[config.mk]
export PLATFORM = sky130hd
export DESIGN_NAME = fbc_ctrl_regs
export DESIGN_NICKNAME = d
export VERILOG_FILES = /design/src/rtl/fbc_pkg.sv /design/src/rtl/fbc_lane_decode.sv /design/src/rtl/fbc_byte_store.sv /design/src/rtl/fbc_irq.sv /design/src/rtl/fbc_ctrl_regs.sv
export SDC_FILE = /design/constraint.sdc
export NUM_CORES = 1
export LEC_CHECK = 0
export BUFFER_PORTS_ARGS = -buffer_cell sky130_fd_sc_hd__clkbuf_2
export CAP_MARGIN = 20
export CORE_UTILIZATION = 45
export DETAILED_ROUTE_END_ITERATION = 16
export PLACE_DENSITY = 0.61
export SYNTH_ARGS = -nofsm -noshare
export SYNTH_HDL_FRONTEND = slang
export SYNTH_SLANG_ARGS = --single-unit
[constraint.sdc]
create_clock -name clk -period 2.3 [get_ports clk]
set_input_delay 0.575 -clock clk [delete_from_list [all_inputs] [get_ports clk]]
set_output_delay 0.575 -clock clk [all_outputs]
set_load 0.005 [all_outputs]
[src/rtl/fbc_pkg.sv]
package fbc_pkg;
  // bank-relative index of each decoded byte (behaviour depends on these)
  localparam int unsigned CTRL_IDX  = 0;
  localparam int unsigned STAT_IDX  = 1;
  // bit positions inside control and status bytes
  localparam int unsigned IEN_BIT   = 7;
  localparam int unsigned PEND_BIT  = 7;
  // fixed identity: monitor type code plus colour-board flag
  localparam logic [7:0]  IDENT_BITS = 8'h61;
endpackage

[src/rtl/fbc_lane_decode.sv]
module fbc_lane_decode #(
  parameter int unsigned LANES      = 4,
  parameter int unsigned WORD_W     = 3,
  parameter int unsigned BANK_BASE  = 16,
  parameter int unsigned BANK_BYTES = 16,
  parameter int unsigned IDX_W      = 4
) (
  input  logic [WORD_W-1:0]           waddr,
  output logic [LANES-1:0]            hit,
  output logic [LANES-1:0][IDX_W-1:0] idx
);
  localparam int unsigned LB    = $clog2(LANES);
  localparam int unsigned OFS_W = WORD_W + LB + 1;
  localparam logic [OFS_W-1:0] LO = OFS_W'(BANK_BASE);
  localparam logic [OFS_W-1:0] HI = OFS_W'(BANK_BASE + BANK_BYTES);

  for (genvar i = 0; i < LANES; i++) begin : g_lane
    localparam logic [LB-1:0] LANE_ID = LB'(i);
    logic [OFS_W-1:0] ofs;
    logic [OFS_W-1:0] rel;
    assign ofs    = {1'b0, waddr, LANE_ID};
    assign rel    = ofs - LO;
    assign hit[i] = (ofs >= LO) && (ofs < HI);
    assign idx[i] = rel[IDX_W-1:0];
  end
endmodule

[src/rtl/fbc_byte_store.sv]
module fbc_byte_store
  import fbc_pkg::*;
#(
  parameter int unsigned LANES      = 4,
  parameter int unsigned BANK_BYTES = 16,
  parameter int unsigned IDX_W      = 4
) (
  input  logic                           clk,
  input  logic                           rst,
  input  logic                           wr,
  input  logic [LANES-1:0]               be,
  input  logic [8*LANES-1:0]             wdata,
  input  logic [LANES-1:0]               hit,
  input  logic [LANES-1:0][IDX_W-1:0]    idx,
  output logic [BANK_BYTES-1:0][7:0]     q,
  output logic                           stat_wr
);
  for (genvar b = 0; b < BANK_BYTES; b++) begin : g_byte
    if (b == STAT_IDX) begin : g_stat
      // status byte is computed on read, never stored
      assign q[b] = '0;
    end else begin : g_reg
      logic [7:0] byte_q;
      always_ff @(posedge clk) begin
        if (rst) begin
          byte_q <= '0;
        end else begin
          for (int l = 0; l < LANES; l++) begin
            if (wr && be[l] && hit[l] && (idx[l] == IDX_W'(b)))
              byte_q <= wdata[8*l +: 8];
          end
        end
      end
      assign q[b] = byte_q;
    end
  end

  always_comb begin
    stat_wr = 1'b0;
    for (int l = 0; l < LANES; l++)
      if (wr && be[l] && hit[l] && (idx[l] == IDX_W'(STAT_IDX)))
        stat_wr = 1'b1;
  end
endmodule

[src/rtl/fbc_irq.sv]
module fbc_irq (
  input  logic clk,
  input  logic rst,
  input  logic frame_end,
  input  logic ien,
  input  logic clr,
  output logic irq
);
  // pending flag doubles as the registered interrupt level
  always_ff @(posedge clk) begin
    if (rst)                    irq <= 1'b0;
    else if (frame_end && ien)  irq <= 1'b1;
    else if (clr)               irq <= 1'b0;
  end


  rst_clears_irq_chk: assert property (@(posedge clk) rst |=> !irq);

  frame_sets_irq_chk: assert property (@(posedge clk) disable iff (rst)
    (frame_end && ien) |=> irq);

  disabled_no_set_chk: assert property (@(posedge clk) disable iff (rst)
    (!ien && !irq) |=> !irq);

  status_clears_chk: assert property (@(posedge clk) disable iff (rst)
    (clr && !(frame_end && ien)) |=> !irq);

  set_beats_clear_chk: assert property (@(posedge clk) disable iff (rst)
    (clr && frame_end && ien) |=> irq);

  sticky_pend_chk: assert property (@(posedge clk) disable iff (rst)
    (irq && !clr) |=> irq);
endmodule

[src/rtl/fbc_ctrl_regs.sv]
module fbc_ctrl_regs
  import fbc_pkg::*;
#(
  parameter int unsigned LANES      = 4,
  parameter int unsigned WIN_BYTES  = 32,
  parameter int unsigned BANK_BASE  = 16,
  parameter int unsigned BANK_BYTES = 16,
  localparam int unsigned DATA_W    = 8 * LANES,
  localparam int unsigned WORD_W    = $clog2(WIN_BYTES) - $clog2(LANES),
  localparam int unsigned IDX_W     = $clog2(BANK_BYTES)
) (
  input  logic              clk,
  input  logic              rst,
  input  logic              bus_wr,
  input  logic              bus_rd,
  input  logic [WORD_W-1:0] bus_waddr,
  input  logic [LANES-1:0]  bus_be,
  input  logic [DATA_W-1:0] bus_wdata,
  output logic [DATA_W-1:0] bus_rdata,
  input  logic              frame_end,
  output logic              irq
);
  logic [LANES-1:0]            hit;
  logic [LANES-1:0][IDX_W-1:0] idx;
  logic [BANK_BYTES-1:0][7:0]  bytes_q;
  logic                        stat_wr;
  logic [DATA_W-1:0]           rd_next;
  logic [7:0]                  stat_val;

  fbc_lane_decode #(
    .LANES(LANES), .WORD_W(WORD_W), .BANK_BASE(BANK_BASE),
    .BANK_BYTES(BANK_BYTES), .IDX_W(IDX_W)
  ) u_dec (
    .waddr(bus_waddr), .hit(hit), .idx(idx)
  );

  fbc_byte_store #(
    .LANES(LANES), .BANK_BYTES(BANK_BYTES), .IDX_W(IDX_W)
  ) u_store (
    .clk(clk), .rst(rst), .wr(bus_wr), .be(bus_be), .wdata(bus_wdata),
    .hit(hit), .idx(idx), .q(bytes_q), .stat_wr(stat_wr)
  );

  fbc_irq u_irq (
    .clk(clk), .rst(rst), .frame_end(frame_end),
    .ien(bytes_q[CTRL_IDX][IEN_BIT]), .clr(stat_wr), .irq(irq)
  );

  always_comb begin
    stat_val           = IDENT_BITS;
    stat_val[PEND_BIT] = irq;
  end

  always_comb begin
    rd_next = '0;
    for (int l = 0; l < LANES; l++) begin
      if (bus_be[l] && hit[l]) begin
        if (idx[l] == IDX_W'(STAT_IDX)) rd_next[8*l +: 8] = stat_val;
        else                            rd_next[8*l +: 8] = bytes_q[idx[l]];
      end
    end
  end

  always_ff @(posedge clk) begin
    if (rst)         bus_rdata <= '0;
    else if (bus_rd) bus_rdata <= rd_next;
  end


  rdata_hold_chk: assert property (@(posedge clk) disable iff (rst)
    !bus_rd |=> $stable(bus_rdata));
endmodule

==> impl_metrics.tcl <==
set metrics [dict create \
    status "completed" \
    h-tree-depth 4 \
    start_util 0.4679 \
    fin_setup_tns_ps 0 \
    die_area_sq_um 15090 \
    fin_cells 941 \
    synth_xor_area_frac 0 \
    synth.area.top_cells "dfxtp_1 (47%), a21oi_1 (9.4%), nand3_1 (9.3%)" \
    grt_overflow_total 0 \
    grt_max_degree 52 \
    root_buffer "clkbuf_16" \
    fin_crit_ps 1644 \
    antenna_cells 0 \
    drive_above_1_share 0.2168 \
    num_vias 5710 \
    ys_async_sr_fraction 0 \
    crit_fanout 43 \
    yosysMostFrequentCell "dfxtp_1" \
    synth-simple-area-share 0.1381 \
    cts_tree "done" \
    synth_top_area_cell "dfxtp_1" \
    grtUsageTotal 0.2399 \
    ys_seq_elements 153 \
    wl_um 17610 \
    drv_cap 0 \
    final_max_slew_viol_count 0 \
    synthCells 708 \
    synth_edf_count 0 \
    core_sq_um 14040 \
    holdBufCountCts 0 \
    tightest_slew_ps 667.9 \
    nets 792 \
    grt_first_pass_wirelength_um 27240 \
    cts_setup_buffers 0 \
    die_w_um 122.8 \
    ir_drop_mv 0.5539 \
    antenna_found_initial 0 \
    cts-resized-gates 0 \
    worst_ep_arrival_time_ps 1940 \
    placedCellCount 909 \
    avgSynthCellArea_sq_um 9.280 \
    p_leak_nw 2.672 \
    hp-class "in -> reg" \
    fmax_ghz 0.6081 \
    clockBufferDepth 2 \
    post_drt_wl_per_cell_um 18.71 \
    critPathKind "in -> reg" \
    num_rows 43 \
    netlist.area_leader.share 0.4662 \
    relSlewSlack 0.5547 \
    drtPass1Iterations 5 \
    grt_pass1_vias 5273 \
    synth_compound_area_frac 0.2308 \
    numCtsBuffers 17 \
    clock_skew_ps 4.785 \
    synth_top_family_by_area "compound AO/OA/AOI/OAI gates" \
    dp_hpwl_um 10680 \
    power_mw 5.878 \
    yosysWarnings 0 \
    area_delta_synth_final_pct 14.89 \
    synth.distinct_cells 38 \
    place_congestion 0.7537 \
    synth.area.mux_share 0.09712 \
    drt-initial-drc-count 437 \
    insertion_delay_ps 430 \
    cp-start-kind "input pin" \
    ios 77 \
    routed_via_density 6.068 \
    port_buffers 76 \
    synth_area_sq_um 6570 \
    drc_errors 0 \
    synth_seq_area_share 0.4662 \
    period_share 0.7150 \
    clock_sinks 153 \
    ant_nets 0 \
    required_ps 2600 \
    worst_hold_slack_ps 411.5 \
    die_h_um 122.8 \
    synth_fp_nets 752 \
    hold_viol 0 \
    setup_violations 0 \
    yosys.area_share.adder 0 \
    clk_pin_slew_ps 60 \
    crit_path_end_kind "register" \
    finish.utilization 0.5376 \
    power.density_nw_per_um2 778.7 \
    synth-main-ff-cell "dfxtp_1" \
    synthTopCellsByCount "dfxtp_1 (153), a21oi_1 (124), nand3_1 (122)" \
    grt_setup_unrepaired "false" \
]
per-layer routing:
layer,share of wire,vias to the layer above,GRT usage
met3,0.056,24,0.05530
met4,0.019,0,0.08918
met1,0.43,2795,0.3018
met5,0,-,0
li1,-,2700,-
met2,0.49,191,0.3992
stage by stage:
stage	setup slack, ps	cell area (sq um)
6_report	655.6	7548
5_1_grt	491.5	7548
4_1_cts	689.3	7548
3_5_place_dp	234.6	6965
3_3_place_gp	317.6	6965
2_1_floorplan	617.7	6570
placed cells by master (no fill, tap or decap), types with 2 or more instances in the layout:
| cell | synthesis | routed |
|---|---|---|
| a221o_1 | 3 | 3 |
| buf_12 | 1 | 3 |
| a22oi_1 | 4 | 4 |
| nand2b_1 | 4 | 4 |
| and3_1 | 3 | 3 |
| dfxtp_1 | 153 | 153 |
| inv_1 | 4 | 4 |
| mux4_2 | 25 | 25 |
| nor2b_1 | 3 | 3 |
| o21ai_1 | 13 | 13 |
| mux2_2 | 4 | 4 |
| clkbuf_16 | 0 | 17 |
| a22o_1 | 24 | 24 |
| and3b_1 | 3 | 3 |
| nand3b_4 | 2 | 2 |
| bufinv_16 | 0 | 2 |
| mux2i_1 | 3 | 3 |
| nand3_2 | 2 | 2 |
| a21oi_1 | 124 | 124 |
| nand2_1 | 6 | 6 |
| o21ai_0 | 112 | 112 |
| clkbuf_2 | 6 | 75 |
| and4b_1 | 4 | 4 |
| clkinv_2 | 0 | 7 |
| clkbuf_1 | 32 | 2 |
| nand3_1 | 122 | 122 |
| clkbuf_8 | 0 | 4 |
| nor2_1 | 2 | 2 |
| buf_4 | 8 | 22 |
registers in the layout, indices dropped and copies added, names as in the netlist:
signal                       count
bus_rdata                       32
u_irq.irq                        1
u_store.g_byte.g_reg.byte_q    120
logic make-up after synthesis:
logic type	after synthesis
multiplexers	32
flip-flops	153
AND/OR/NAND/NOR	160
buffers and inverters	83
AO/OA/AOI/OAI	280
where the power goes:
group,switching [mW],total (mW),leakage (nW),internal [mW]
Combinational,0.288,0.416,1.14,0.128
Sequential,0.0128,2.69,1.23,2.68
Clock,1.07,2.77,0.296,1.70
worst max-delay path: stages:
cell,delay [ps]
clkbuf_2,110
buf_12,200
nand3b_1,550
o21ai_0,360
a21oi_1,120
final timing paths:
| kind | startpoint | to | slack, ps | depth (start not counted) |
|---|---|---|---|---|
| max | bus_waddr[0] | u_store.g_byte[11].g_reg.byte_q[4] | 660 | 5 |
| min | bus_wdata[8] | u_store.g_byte[13].g_reg.byte_q[0] | 410 | 3 |
| max reg2reg | u_store.g_byte[15].g_reg.byte_q[6] | bus_rdata[30] | 1190 | 2 |
| min reg2reg | bus_rdata[12] | bus_rdata[12] | 450 | 2 |
area by class of cell:
class,instances,area (sq um)
Clock buffer,23,488.0
Fill cell,1295,6494
Multi-Input combinational cell,472,3062
Sequential cell,153,3063
Clock inverter,9,95.09
Tap cell,180,225.2
Inverter,4,15.01
Timing Repair Buffer,100,600.6
No activity file was read; power rests on OpenSTA's default activity.
